<file path="src/rtl/prover_pkg.sv">
package prover_pkg;

    typedef enum logic [1:0] {
        PS_IDLE     = 2'd0,
        PS_ARMED    = 2'd1,
        PS_COUNTING = 2'd2,
        PS_DONE     = 2'd3
    } prover_state_t;

    typedef struct packed {
        prover_state_t state;
        logic          gate_seen;
    } prover_ctrl_t;

    localparam int unsigned SYNC_STAGES_DEF = 2;

endpackage

</file>
<file path="src/rtl/prover_edge_sync.sv">
module prover_edge_sync #(
    parameter int unsigned STAGES = 2
) (
    input  logic clk,
    input  logic rst_n,
    input  logic async_i,
    output logic level_o,
    output logic rise_o
);
    localparam int unsigned LAST = STAGES - 1;

    typedef struct packed {
        logic [STAGES-1:0] chain;
        logic              prev;
    } sync_regs_t;

    sync_regs_t r_d, r_q;

    generate
        if (STAGES > 1) begin : g_multi
            always_comb begin
                r_d       = r_q;
                r_d.chain = {r_q.chain[STAGES-2:0], async_i};
                r_d.prev  = r_q.chain[LAST];
            end
        end else begin : g_single
            always_comb begin
                r_d       = r_q;
                r_d.chain = async_i;
                r_d.prev  = r_q.chain[LAST];
            end
        end
    endgenerate

    always_ff @(posedge clk or negedge rst_n) begin
        if (!rst_n) r_q <= '0;
        else        r_q <= r_d;
    end

    assign level_o = r_q.chain[LAST];
    assign rise_o  = r_q.chain[LAST] & ~r_q.prev;
endmodule

</file>
<file path="src/rtl/prover_sat_counter.sv">
module prover_sat_counter #(
    parameter int unsigned CNT_W = 32
) (
    input  logic             clk,
    input  logic             rst_n,
    input  logic             clr_i,
    input  logic             inc_i,
    output logic [CNT_W-1:0] count_o,
    output logic             ovf_o
);
    localparam logic [CNT_W-1:0] CNT_MAX = {CNT_W{1'b1}};

    typedef struct packed {
        logic [CNT_W-1:0] cnt;
        logic             ovf;
    } cnt_regs_t;

    cnt_regs_t c_d, c_q;

    always_comb begin
        c_d = c_q;
        if (clr_i) begin
            c_d.cnt = '0;
            c_d.ovf = 1'b0;
        end else if (inc_i) begin
            if (c_q.cnt == CNT_MAX) c_d.ovf = 1'b1;
            else                    c_d.cnt = c_q.cnt + 1'b1;
        end
    end

    always_ff @(posedge clk or negedge rst_n) begin
        if (!rst_n) c_q <= '0;
        else        c_q <= c_d;
    end

    assign count_o = c_q.cnt;
    assign ovf_o   = c_q.ovf;
endmodule

</file>
<file path="src/rtl/prover_run_fsm.sv">
module prover_run_fsm
    import prover_pkg::*;
(
    input  logic clk,
    input  logic rst_n,
    input  logic gate_en_i,
    input  logic meter_rise_i,
    input  logic det_rise_i,
    output logic clr_o,
    output logic inc_o,
    output logic running_o,
    output logic finished_o
);
    prover_ctrl_t s_d, s_q;

    always_comb begin
        s_d       = s_q;
        clr_o     = 1'b0;
        inc_o     = 1'b0;
        s_d.gate_seen = gate_en_i;
        unique case (s_q.state)
            PS_IDLE: begin
                if (gate_en_i) begin
                    s_d.state = PS_ARMED;
                    clr_o     = 1'b1;
                end
            end
            PS_ARMED: begin
                if (!gate_en_i)      s_d.state = PS_IDLE;
                else if (det_rise_i) s_d.state = PS_COUNTING;
            end
            PS_COUNTING: begin
                if (!gate_en_i) begin
                    s_d.state = PS_IDLE;
                end else begin
                    inc_o = meter_rise_i;
                    if (det_rise_i) s_d.state = PS_DONE;
                end
            end
            PS_DONE: begin
                if (!gate_en_i) s_d.state = PS_IDLE;
            end
            default: s_d.state = PS_IDLE;
        endcase
    end

    always_ff @(posedge clk or negedge rst_n) begin
        if (!rst_n) s_q <= '{state: PS_IDLE, gate_seen: 1'b0};
        else        s_q <= s_d;
    end

    assign running_o  = (s_q.state == PS_COUNTING);
    assign finished_o = (s_q.state == PS_DONE);
endmodule

</file>
<file path="src/rtl/prover_gate_counter.sv">
module prover_gate_counter
    import prover_pkg::*;
#(
    parameter int unsigned CNT_W       = 32,
    parameter int unsigned SYNC_STAGES = SYNC_STAGES_DEF
) (
    input  logic             clk,
    input  logic             rst_n,
    input  logic             gate_en_i,
    input  logic             meter_i,
    input  logic             detector_i,
    output logic [CNT_W-1:0] run_count_o,
    output logic             running_o,
    output logic             finished_o,
    output logic             overflow_o
);
    logic meter_lvl, meter_rise;
    logic det_lvl, det_rise;
    logic cnt_clr, cnt_inc;

    prover_edge_sync #(.STAGES(SYNC_STAGES)) u_meter_sync (
        .clk(clk), .rst_n(rst_n), .async_i(meter_i),
        .level_o(meter_lvl), .rise_o(meter_rise)
    );

    prover_edge_sync #(.STAGES(SYNC_STAGES)) u_det_sync (
        .clk(clk), .rst_n(rst_n), .async_i(detector_i),
        .level_o(det_lvl), .rise_o(det_rise)
    );

    prover_run_fsm u_fsm (
        .clk(clk), .rst_n(rst_n), .gate_en_i(gate_en_i),
        .meter_rise_i(meter_rise), .det_rise_i(det_rise),
        .clr_o(cnt_clr), .inc_o(cnt_inc),
        .running_o(running_o), .finished_o(finished_o)
    );

    prover_sat_counter #(.CNT_W(CNT_W)) u_cnt (
        .clk(clk), .rst_n(rst_n), .clr_i(cnt_clr), .inc_i(cnt_inc),
        .count_o(run_count_o), .ovf_o(overflow_o)
    );

    logic unused_lvl;
    assign unused_lvl = meter_lvl ^ det_lvl;
endmodule

</file>
<file path="config.mk">
export PLATFORM = sky130hd
export DESIGN_NAME = prover_gate_counter
export DESIGN_NICKNAME = d
export VERILOG_FILES = /design/src/rtl/prover_pkg.sv /design/src/rtl/prover_edge_sync.sv /design/src/rtl/prover_sat_counter.sv /design/src/rtl/prover_run_fsm.sv /design/src/rtl/prover_gate_counter.sv
export SDC_FILE = /design/constraint.sdc
export NUM_CORES = 1
export LEC_CHECK = 0
export BUFFER_PORTS_ARGS = -buffer_cell sky130_fd_sc_hd__buf_2
export CAP_MARGIN = 20
export CORE_ASPECT_RATIO = 1.25
export CORE_MARGIN = 2
export CORE_UTILIZATION = 45
export DETAILED_ROUTE_END_ITERATION = 10
export GPL_TIMING_DRIVEN = 0
export PLACE_DENSITY = 0.72
export SETUP_SLACK_MARGIN = 0.15
export SLEW_MARGIN = 20
export SYNTH_ARGS = -nofsm -noshare
export SYNTH_HDL_FRONTEND = slang
export SYNTH_SLANG_ARGS = --single-unit
export TNS_END_PERCENT = 10
</file>
<file path="constraint.sdc">
create_clock -name clk -period 6 [get_ports clk]
set_input_delay 0.3 -clock clk [delete_from_list [all_inputs] [get_ports clk]]
set_output_delay 0.3 -clock clk [all_outputs]
set_load 0.05 [all_outputs]
</file>
# Yosys cells after proc, flatten, opt, wreduce, memory -nomap -nowiden
# Index checks and enable logic that the tools add are counted.
# totals
register_bits	41
input_bits	5
# op_classes
add_sub_neg	1
eq_ne	9
n_mux	15
bitwise	4
reduce_logical	6
# ops
op	n
33-bit 2-to-1 mux	2
32-bit by 1-bit adder with 32-bit output, second input constant	1
32-bit == test, second input constant	1
32-bit 2-to-1 mux	1
2-bit 2-to-1 mux	6
2-bit one-hot mux with 4 select lines	1
2-bit inequality test, second input constant	3
1-bit 2-to-1 mux	5
2-bit == test, second input constant	2
2-bit AND reduction	2
4-bit AND reduction	1
2-bit nonzero test	2
3-bit by 2-bit inequality test with 1-bit output, second input constant	1
3-bit inequality test, second input constant	1
1-bit bitwise AND	2
2-bit by 1-bit == test with 1-bit output, second input constant	1
2-bit zero test	1
1-bit NOT	2

# Logic depth before layout (Yosys ltp)
# Gate-level depths: netlist of the first run.
# depth
ltp_word	6
mapped_depth	8

# By module
# A second synthesis of the first run with hierarchy kept.
# unflattened
hier_cells	210
hier_area_um2	2109.5
# modules_own_cells
module	instances	cells_per_inst	area_each_um2
prover_sat_counter	1	189	1815.5
prover_edge_sync	2	4	88.8
prover_run_fsm	1	13	116.4

# Worst setup path before layout of the first run
# No wires, ideal clock.
# synth_path
path_type	register to register
start	reg u_cnt.c_q (netlist bit u_cnt.count_o[7])
end	reg u_cnt.c_q (netlist bit u_cnt.count_o[25])
setup_ps	78
arrival_time_ps	2545
required_ps	5922
path_slack_ps	3377
stages_incl_launch_ff	9
n_path_buf	3
cell_sequence	dfrtp_1 > clkbuf_1 > nand3_1 > or4_4 > buf_6 > or2_0 > buf_2 > or4_1 > a21oi_1
# synth_between
elab_chain_cells	4
elab_cells_between_ends	7
cone_classes	add/sub (1); eq/ne (2); mux (3); reduce/logical (1)
# synth_lines
item	line	rtl
start: declaration	prover_sat_counter.sv:18	cnt_regs_t c_d, c_q;
start signal: assignment	prover_sat_counter.sv:32	if (!rst_n) c_q <= '0;
start signal: assignment	prover_sat_counter.sv:33	else c_q <= c_d;
32-bit by 1-bit adder with 32-bit output	prover_sat_counter.sv:27	else c_d.cnt = c_q.cnt + 1'b1;
32-bit 2-to-1 mux	prover_sat_counter.sv:26	if (c_q.cnt == CNT_MAX) c_d.ovf = 1'b1;
33-bit 2-to-1 mux	prover_sat_counter.sv:25	end else if (inc_i) begin
33-bit 2-to-1 mux	prover_sat_counter.sv:22	if (clr_i) begin
# Several ways; a longest one is shown, not always the timed one. The select of a mux whose other input is x is not followed.
# A chain may end at the register's enable or synchronous reset.

# Final worst setup path of the first run
# layout_path
start	reg u_cnt.c_q (netlist bit u_cnt.count_o[29])
end	reg u_cnt.c_q (netlist bit u_cnt.count_o[7])
# layout_between
elab_chain_cells	3
# layout_lines
item	line
32-bit == test	prover_sat_counter.sv:26
2-bit inequality test (no line)	--
2-bit AND reduction (no line)	--
# No other way between the ends.

==> results of run 1 <==
## path summary, 6_finish.rpt
kind | end | slack, ns | depth (start not counted)
worst min-delay path | u_meter_sync.r_d[2] | 0.11 | 1
min in group asynchronous | u_cnt.count_o[20] | 0.12 | 1
worst min register to register | u_det_sync.level_o | 0.35 | 0
max in group asynchronous | u_cnt.count_o[14] | 5.30 | 1
worst max register to register | u_cnt.count_o[7] | 3.16 | 5
worst max-delay path | u_cnt.count_o[7] | 3.16 | 5
## area by class of cell
| type | instances | area, µm² | area share (%) |
|---|---|---|---|
| well taps | 60 | 75.1 | 2.96 |
| clock inverters | 1 | 5.00 | 0.197 |
| multi-input cells | 179 | 1090 | 42.9 |
| flip-flops and latches | 41 | 1030 | 40.4 |
| plain buffers | 8 | 41.3 | 1.63 |
| inverters | 3 | 11.3 | 0.443 |
| repair buffers | 39 | 195 | 7.68 |
| clock buffers | 7 | 96.3 | 3.79 |
## placed cells by master (no fill, tap or decap), drive strengths merged, types with 4 or more instances in the layout
cell type and n:
buf 44, dfrtp 41, nand2 20, nand3 18, nor2 15, a21oi 15, or4 11, nand4 10
clkbuf 10, o21ai 9, nor4 8, or3 8, nor3 7, and3 6, a21o 5, o31ai 5
o22ai 4, a22o 4
## metal layers
layer  share of wire [%]  vias up
met1                  43      960
met5                   0        -
met2                  50       66
met3                 5.8        6
met4                 1.6        0
li1                    -      972
## registers in the layout, summed over array words and instances, names as in the netlist
register              flops
u_cnt.count_o            32
u_fsm.s_q                 2
u_cnt.ovf_o               1
u_det_sync.level_o        1
u_det_sync.r_d            1
u_det_sync.r_q            1
u_meter_sync.level_o      1
u_meter_sync.r_d          1
u_meter_sync.r_q          1
## stage by stage
step	instances	util, %	setup slack (ns)	power (mW)
floorplan	231	-	3.38	0.304
global placement	330	51.9	3.21	0.319
detailed placement	330	51.9	3.19	0.319
CTS	338	54.1	3.17	0.520
global route	338	54.1	2.88	0.533
finish	338	54.1	3.16	0.514
## critical path: stages, from the launching register on
cell and delay (ns):
dfrtp_1 0.49, nand4_1 0.15, nor4_1 0.88, a21oi_1 0.42
nor2_1 0.57, a221o_1 0.27
## cells in the mapped netlist (2+ instances only)
cell | n | area [µm²]
a21o_1 | 5 | 37.5
a21oi_1 | 15 | 75.1
and4_1 | 2 | 17.5
a22o_1 | 4 | 35.0
nand2b_1 | 2 | 12.5
o31ai_1 | 5 | 37.5
o22ai_1 | 4 | 25.0
nor2b_1 | 3 | 18.8
nand3_1 | 18 | 90.1
nand2_1 | 20 | 75.1
xnor2_1 | 3 | 26.3
and3_1 | 6 | 37.5
nor2_1 | 15 | 56.3
or3_1 | 8 | 50.1
nand4_1 | 9 | 56.3
or4_1 | 10 | 75.1
and2_1 | 3 | 18.8
buf_2 | 3 | 15.0
nor4_1 | 8 | 50.1
o211ai_1 | 2 | 15.0
clkbuf_1 | 3 | 11.3
nor3_1 | 7 | 35.0
inv_1 | 3 | 11.3
o21ai_0 | 9 | 45.0
mux2i_1 | 3 | 30.0
a211o_1 | 2 | 17.5
or2_2 | 2 | 12.5
a221o_1 | 2 | 20.0
dfrtp_1 | 41 | 1030
## where the power goes
part / leakage (nW) / total (mW) / switching, mW / internal, mW
combinational: 0.590 / 0.0319 / 0.0248 / 0.00717
clock: 0.0542 / 0.201 / 0.0968 / 0.104
sequential: 0.557 / 0.281 / 0.00178 / 0.279
total: 1.20 / 0.514 / 0.123 / 0.390
## logic make-up (layout without fill, tap and decap cells)
kind of cell	after synthesis	count (layout)	share of synthesized area [%]
adders and majority gates	1	1	0.577
xor gates and xnor gates	4	4	1.62
DFF	41	41	47.3
buffers and inverters	11	58	2.42
muxes	3	3	1.38
and+or+nand+nor	120	120	31.2
AOI/OAI and AO/OA	51	51	15.5
==> impl_metrics.env, run 1 <==
export IMPL_cts_hold_buffers_added=0
export IMPL_core_mm2=0.00469
export IMPL_clk_pin_slew_ns=0.08
export IMPL_hp_start="meter_i"
export IMPL_hold_class="input port to register"
export IMPL_area_growth_pct=17.1
export IMPL_cts_repair_resized=0
export IMPL_synth_warnings=0
export IMPL_use_met1_pct=28.1
export IMPL_endpoint_kind="register"
export IMPL_start_util_pct=46.2
export IMPL_dr_pass1_iters=4
export IMPL_met2_usage_pct=36.2
export IMPL_cts_buffers=5
export IMPL_grt_pass1_vias=1902
export IMPL_maxSlewViolCount=0
export IMPL_globalRouteMet3Util_pct=3.97
export IMPL_routed_via_density=5.93
export IMPL_status="completed"
export IMPL_dieArea_mm2=0.00539
export IMPL_synth_seq_cells=41
export IMPL_rows=28
export IMPL_critPathKind="register to register"
export IMPL_p_leak_nw=1.20
export IMPL_port_buffer_count=39
export IMPL_path_max_fanout=8
export IMPL_cts_num_sinks=41
export IMPL_timing_max_cap_violations=0
export IMPL_fin_area_mm2=0.00254
export IMPL_rsz0062_at_grt="false"
export IMPL_syn_area_per_cell_um2=9.39
export IMPL_num_fill_cells=465
export IMPL_cts_buffer_depth=2
export IMPL_ys_types=43
export IMPL_grtUsageTotal_pct=21.9
export IMPL_busiest_layer="met2"
export IMPL_die_w_um=66.1
export IMPL_startpoint="u_cnt.count_o[29]"
export IMPL_placed_area_mm2=0.00244
export IMPL_power_density_mw_per_mm2=202
export IMPL_cp_start_kind="register"
export IMPL_drt_initial_drc_count=186
export IMPL_synthFlopType="dfrtp_1"
export IMPL_fin_setup_tns_ns=0
export IMPL_synthArstFlopShare_pct=100
export IMPL_postRouteAntennaNets=0
export IMPL_synth_edf_count=0
export IMPL_critPathRequiredTime_ns=6.23
export IMPL_grt_antenna_before_repair=0
export IMPL_syn_nets=237
export IMPL_remaining_drc_errors=0
export IMPL_finClkSkew_ns=0.00753
export IMPL_io_pins=40
export IMPL_cts_setup_buffers=0
export IMPL_netlist_instances=231
export IMPL_vias=2004
export IMPL_grt_overflow=0
export IMPL_grt_pass1_wl_um=9120
export IMPL_hpwl_um=3760
export IMPL_fin_hold_ws_ns=0.105
export IMPL_grt_max_degree=42
export IMPL_layout_drive_gt1_share_pct=20.1
export IMPL_hold_viol_final=0
export IMPL_critPathArrivalTime_ns=3.07
export IMPL_die_h_um=81.6
export IMPL_clk_insertion_delay_late_ns=0.30
export IMPL_drt_total_wl_um=5380
export IMPL_nNetsFinal=283
export IMPL_finalSetupViolCount=0
export IMPL_cts_tree="built"
export IMPL_ir_worst_vdd_uv=108
export IMPL_h_tree_depth=2
export IMPL_relSlewSlack_pct=32.3
export IMPL_place_congestion=0.872
export IMPL_worst_slew_pin_transition_ns=1.01
export IMPL_wl_per_cell_um=15.9
export IMPL_cts_root_buf="clkbuf_8"
export IMPL_yosysSeqAreaShare_pct=47.3
export IMPL_antenna_cells=0
export IMPL_fin_crit_sh_pct=47.3
export IMPL_max_freq_mhz=353
export IMPL_r2r_start="u_cnt.count_o[29]"
export IMPL_syn_cell_area_mm2=0.00217
export IMPL_min_period_ns=2.84
Note: power is estimated with default switching activity, not from simulation.
==> run 2, diff against run 1 <==
- PLACE_DENSITY: 0.72 -> 0.74
- clock period: 6 -> 2.6 ns (I/O delays scaled with it)
==> run 2 against run 1 <==
  * Design area grew 2.8%
  * Fmax grew 19%
  * Die area is the same
  * Worst hold slack lost 0.031 ns
  * Count of clock-buffer cells in the layout shrank 1
  * Utilization grew 1.5 points
  * Combinational power grew 140%
  * Via count grew 1.3%
  * Critical endpoint is now u_cnt.count_o[25]
  * Largest cell class unchanged
  * Highest routed layer unchanged
==> impl_metrics.env, run 2 (same netlist as run 1, synthesis figures left out) <==
export IMPL_status="completed"
export IMPL_fin_crit_sh_pct=91.8
export IMPL_grt_overflow=0
export IMPL_grt_pass1_vias=1852
export IMPL_area_growth_pct=20.4
export IMPL_dp_slack_ns=0.0948
export IMPL_drt_initial_drc_count=152
export IMPL_grt_pass1_wl_um=8620
export IMPL_critPathArrivalTime_ns=2.61
export IMPL_remaining_drc_errors=0
export IMPL_slowest_delay_ns=0.57
export IMPL_place_congestion=0.885
export IMPL_cts_num_sinks=41
export IMPL_antenna_cells=0
export IMPL_path_cells="nand4_4 -> or4_4 -> buf_6 -> or2_0 -> buf_2 -> or4_1 -> a21oi_1"
export IMPL_intPower_uw=850
export IMPL_dieArea_mm2=0.00539
export IMPL_cp_top_family="simple AND/OR/NAND/NOR gates"
export IMPL_p_comb_share_pct=6.8
export IMPL_cp_start_kind="register"
export IMPL_max_freq_mhz=419
export IMPL_fin_ws_ns=0.213
export IMPL_routed_via_density=5.94
export IMPL_wl_per_cell_um=15.4
export IMPL_num_fill_cells=451
export IMPL_clk_pin_slew_ns=0.08
export IMPL_power_density_mw_per_mm2=434
export IMPL_grt_antenna_before_repair=0
export IMPL_grt_max_degree=42
export IMPL_critPathKind="register to register"
export IMPL_postRouteAntennaNets=0
export IMPL_ir_worst_vdd_uv=257
export IMPL_cts_root_buf="clkbuf_8"
export IMPL_p_leak_nw=1.24
export IMPL_p_sw_uw=283
export IMPL_nNetsFinal=287
export IMPL_layout_drive_gt1_share_pct=24.1
export IMPL_vias=2030
export IMPL_multi_input_comb_area_mm2=0.00113
export IMPL_die_w_um=66.1
export IMPL_drt_total_wl_um=5250
export IMPL_finClkSkew_ns=0.00473
export IMPL_start_util_pct=46.2
export IMPL_cts_buffers=5
export IMPL_pwr_share_clk_pct=36.0
export IMPL_port_buffer_count=39
export IMPL_rows=28
export IMPL_dr_pass1_iters=4
export IMPL_maxSlewViolCount=0
export IMPL_finalSetupViolCount=0
export IMPL_hpwl_um=3700
export IMPL_relSlewSlack_pct=40.8
export IMPL_cts_buffer_depth=2
export IMPL_min_period_ns=2.39
export IMPL_timing_max_cap_violations=0
export IMPL_die_h_um=81.6
export IMPL_netSwitchingFraction_pct=25.0
export IMPL_crit_buf_inv=2
export IMPL_seqPwrFrac_pct=57.2
export IMPL_worst_slew_pin_transition_ns=0.889
export IMPL_cts_tree="built"
export IMPL_core_mm2=0.00469
export IMPL_seq_area_mm2=0.00103
export IMPL_hold_viol_final=0
export IMPL_h_tree_depth=2
export IMPL_critical_path_slowest_cell="or4_4"
export IMPL_clk_insertion_delay_late_ns=0.30
export IMPL_grtUsageTotal_pct=20.9
export IMPL_critPathRequiredTime_ns=2.83
export IMPL_fin_setup_tns_ns=0
export IMPL_rsz0062_at_grt="true"
export IMPL_path_max_fanout=9
export IMPL_endpoint_kind="register"
export IMPL_final_common_cell="buf_2"
export IMPL_mostFrequentLayoutCells="buf_2 (42), dfrtp_1 (35), nand2_1 (20)"
export IMPL_largest_reg_flops=32
export IMPL_hold_class="input port to register"
export IMPL_io_pins=40
run 2: cell types whose count changed in the layout (fill, tap and decap cells not counted), moves of 2 or more:
cell	delta
dfrtp_2	+6
nor4_4	+2
dfrtp_1	-6
buf_4	+2
clkbuf_8	-2
nor4_1	-2
dlygate4sd3_1	+3
run 2: path summary, 6_finish.rpt:
path	startpoint	end	slack (ns)	depth (start not counted)
min in group asynchronous	rst_n	u_cnt.count_o[16]	0.49	2
min reg2reg	u_meter_sync.r_d[2]	u_meter_sync.level_o	0.35	0
max in group asynchronous	rst_n	u_cnt.count_o[7]	1.50	2
max	u_cnt.count_o[3]	u_cnt.count_o[25]	0.21	7
min	gate_en_i	u_fsm.s_q[1]	0.07	2
max reg2reg	u_cnt.count_o[3]	u_cnt.count_o[25]	0.21	7
run 2: power by group through the flow:
stage          Clock, mW  Sequential, mW  Combinational, mW
5_1_grt            0.439           0.650             0.0870
4_1_cts            0.416           0.648             0.0784
6_report           0.408           0.648             0.0770
3_5_place_dp           0           0.661             0.0741
2_1_floorplan          0           0.661             0.0406
3_3_place_gp           0           0.661             0.0741
run 2: cell type report:
type / count / area share (%)
Timing Repair Buffer: 44 / 9.20
Multi-Input combinational cell: 179 / 43.3
Tap cell: 60 / 2.88
Buffer: 7 / 1.44
Clock inverter: 2 / 0.384
Sequential cell: 41 / 39.6
Clock buffer: 6 / 2.78
Inverter: 3 / 0.431
run 2: layer usage:
layer	track usage [%]	share of wire [%]
met2	35.2	50
met3	4.25	5.4
met1	25.5	43
met5	0	0
met4	9.80	1.8
run 2: per-stage QoR:
stage / hold slack [ns] / utilization [%] / power (mW) / cells / area [µm²]
6_report: 0.0740 / 55.6 / 1.13 / 342 / 2610
3_3_place_gp: 0.238 / 52.2 / 0.735 / 330 / 2450
2_1_floorplan: -0.166 / - / 0.702 / 231 / 2180
5_1_grt: 0.0804 / 55.6 / 1.18 / 342 / 2610
4_1_cts: 0.0697 / 54.7 / 1.14 / 341 / 2570
3_5_place_dp: 0.239 / 52.2 / 0.735 / 330 / 2450
run 2: timing repair:
item,CTS,global route
endpoints found under the setup margin,20,26
hold buffers,3,0
resized for setup,1,6
buffers inserted,0,2
hold endpoints to repair,43,0
pin swaps,0,1
==> run 3, diff against run 2 <==
--- a/config.mk
+++ b/config.mk
@@ -11,4 +11,5 @@
 export CORE_MARGIN = 2
 export CORE_UTILIZATION = 45
+export CTS_CLUSTER_SIZE = 40
 export DETAILED_ROUTE_END_ITERATION = 10
 export GPL_TIMING_DRIVEN = 0
==> constraint.sdc (replaced) <==
create_clock -name clk -period 2.6 [get_ports clk]
set_input_delay 0.26 -clock clk [delete_from_list [all_inputs] [get_ports clk]]
set_output_delay 0.26 -clock clk [all_outputs]
set_load 0.1 [all_outputs]
==> run 3 against run 2 <==
  * Utilization is 0.83 points higher
  * Worst hold slack worse by 0.0037 ns
  * Non-clock buffer count is 2 lower
  * Fmax is 1.5% higher
  * Cell count is 0.58% lower
  * Combinational power is 9.4% higher
  * Critical path depth is 2 lower
  * Die area stayed put
  * Sequential cell count stayed put
  * Setup slack better by 0.036 ns
  * Design area is 1.5% higher
  * Count of clock-buffer cells in the layout stayed put
==> impl_metrics.env, run 3 (same netlist as run 1, synthesis figures left out) <==
export IMPL_status="completed"
export IMPL_largest_reg_flops=32
export IMPL_ir_worst_vdd_uv=286
export IMPL_timing_max_cap_violations=0
export IMPL_mostFrequentLayoutCells="buf_2 (41), dfrtp_2 (25), nand2_1 (20)"
export IMPL_place_congestion=0.867
export IMPL_antenna_cells=0
export IMPL_ff2ff_path_depth=5
export IMPL_postRouteAntennaNets=0
export IMPL_min_period_ns=2.35
export IMPL_grt_pass1_vias=1906
export IMPL_layout_drive_gt1_share_pct=33.9
export IMPL_maxSlewViolCount=0
export IMPL_remaining_drc_errors=0
export IMPL_h_tree_depth=2
export IMPL_hpwl_um=3840
export IMPL_drt_initial_drc_count=196
export IMPL_die_w_um=66.1
export IMPL_intPower_uw=850
export IMPL_rsz0062_at_grt="true"
export IMPL_path_max_fanout=7
export IMPL_netSwitchingFraction_pct=25.4
export IMPL_worst_slew_pin_transition_ns=0.896
export IMPL_endpoint_kind="register"
export IMPL_finClkSkew_ns=0.00816
export IMPL_hold_viol_final=0
export IMPL_cts_buffers=5
export IMPL_holdPathStages=1
export IMPL_cp_start_kind="register"
export IMPL_grt_max_degree=42
export IMPL_grt_pass1_wl_um=9140
export IMPL_hold_class="input port to register"
export IMPL_cts_tree="built"
export IMPL_critPathKind="register to register"
export IMPL_max_freq_mhz=425
export IMPL_critPathRequiredTime_ns=2.78
export IMPL_final_common_cell="buf_2"
export IMPL_critPathArrivalTime_ns=2.53
export IMPL_routed_via_density=6.09
export IMPL_cts_root_buf="clkbuf_8"
export IMPL_dieArea_mm2=0.00539
export IMPL_rows=28
export IMPL_vias=2069
export IMPL_cts_buffer_depth=2
export IMPL_relSlewSlack_pct=40.3
export IMPL_port_buffer_count=39
export IMPL_pwr_share_clk_pct=35.7
export IMPL_p_sw_uw=290
export IMPL_fin_hold_ws_ns=0.0703
export IMPL_p_leak_nw=1.19
export IMPL_power_density_mw_per_mm2=430
export IMPL_clk_insertion_delay_late_ns=0.30
export IMPL_fin_crit_sh_pct=90.4
export IMPL_cts_num_sinks=41
export IMPL_area_growth_pct=22.2
export IMPL_nNetsFinal=285
export IMPL_io_pins=40
export IMPL_die_h_um=81.6
export IMPL_fin_setup_tns_ns=0
export IMPL_grt_overflow=0
export IMPL_wl_per_cell_um=16.1
export IMPL_finalSetupViolCount=0
export IMPL_core_mm2=0.00469
export IMPL_seqPwrFrac_pct=56.9
export IMPL_dr_pass1_iters=4
export IMPL_clk_pin_slew_ns=0.08
export IMPL_grtUsageTotal_pct=22.0
export IMPL_start_util_pct=46.2
export IMPL_drt_total_wl_um=5490
export IMPL_p_comb_share_pct=7.4
export IMPL_grt_antenna_before_repair=0
==> run 3: changes by cell type in the layout (fill, tap and decap cells not counted), moves of 3 or more <==
cell	before	now
dfrtp_1	35	9
dfrtp_2	6	25
dfrtp_4	0	7
dlygate4sd3_1	3	0
==> run 3: cell type report <==
class / count / area [µm²]
repair buffers: 41 / 210
well taps: 60 / 75.1
clock buffers: 6 / 72.6
clock inverters: 2 / 10.0
inverters: 3 / 11.3
plain buffers: 8 / 53.8
flip-flops and latches: 41 / 1080
multi-input cells: 179 / 1130
fillers: 432 / 2050
==> run 3: critical path: stages (launching register included) <==
cell and delay [ns]:
dfrtp_1 0.42, nor2b_1 0.22, o21ai_0 0.36, a21oi_1 0.64
nor2_2 0.21, a221o_1 0.39
==> run 3: through the flow <==
step	util [%]	area (µm²)	worst slack [ns]	power (mW)	cells
after floorplan	-	2250	0.126	0.707	231
after global placement	53.7	2520	0.0973	0.742	330
after detailed placement	53.7	2520	0.0638	0.742	330
after CTS	55.5	2610	0.0595	1.14	338
after global routing	56.4	2650	0.0943	1.19	340
final	56.4	2650	0.249	1.14	340
==> run 3: final timing paths <==
path	start	endpoint	slack, ns
min in group asynchronous	rst_n	u_cnt.count_o[18]	0.08
min	meter_i	u_meter_sync.r_d[2]	0.07
max in group asynchronous	rst_n	u_cnt.count_o[3]	1.85
max	u_fsm.s_q[1]	u_cnt.count_o[7]	0.25
min reg2reg	u_det_sync.r_d[2]	u_det_sync.level_o	0.35
max reg2reg	u_fsm.s_q[1]	u_cnt.count_o[7]	0.25
==> run 3: repair_timing <==
| item | CTS | global route |
|---|---|---|
| hold buffers | 0 | 0 |
| buffers inserted | 0 | 2 |
| hold endpoints to repair | 0 | 0 |
| gates resized for setup | 1 | 4 |
| setup endpoints to repair | 21 | 27 |
==> run 3: power by group through the flow <==
stage               logic [mW]  clock network [mW]  registers [mW]
finish                  0.0842               0.407           0.648
detailed placement      0.0803                   0           0.661
global route            0.0935               0.449           0.649
floorplan               0.0449                   0           0.662
global placement        0.0810                   0           0.661
CTS                     0.0814               0.413           0.648
==> run 3: layer usage <==
metal	vias to the layer above	share of wire (%)	track usage (%)	wire, µm
li1	972	-	-	-
met1	1025	44	29.0	2400
met2	64	50	36.2	2730
met3	8	5.5	4.66	299
met4	0	0.86	7.14	47
met5	-	0	0	0
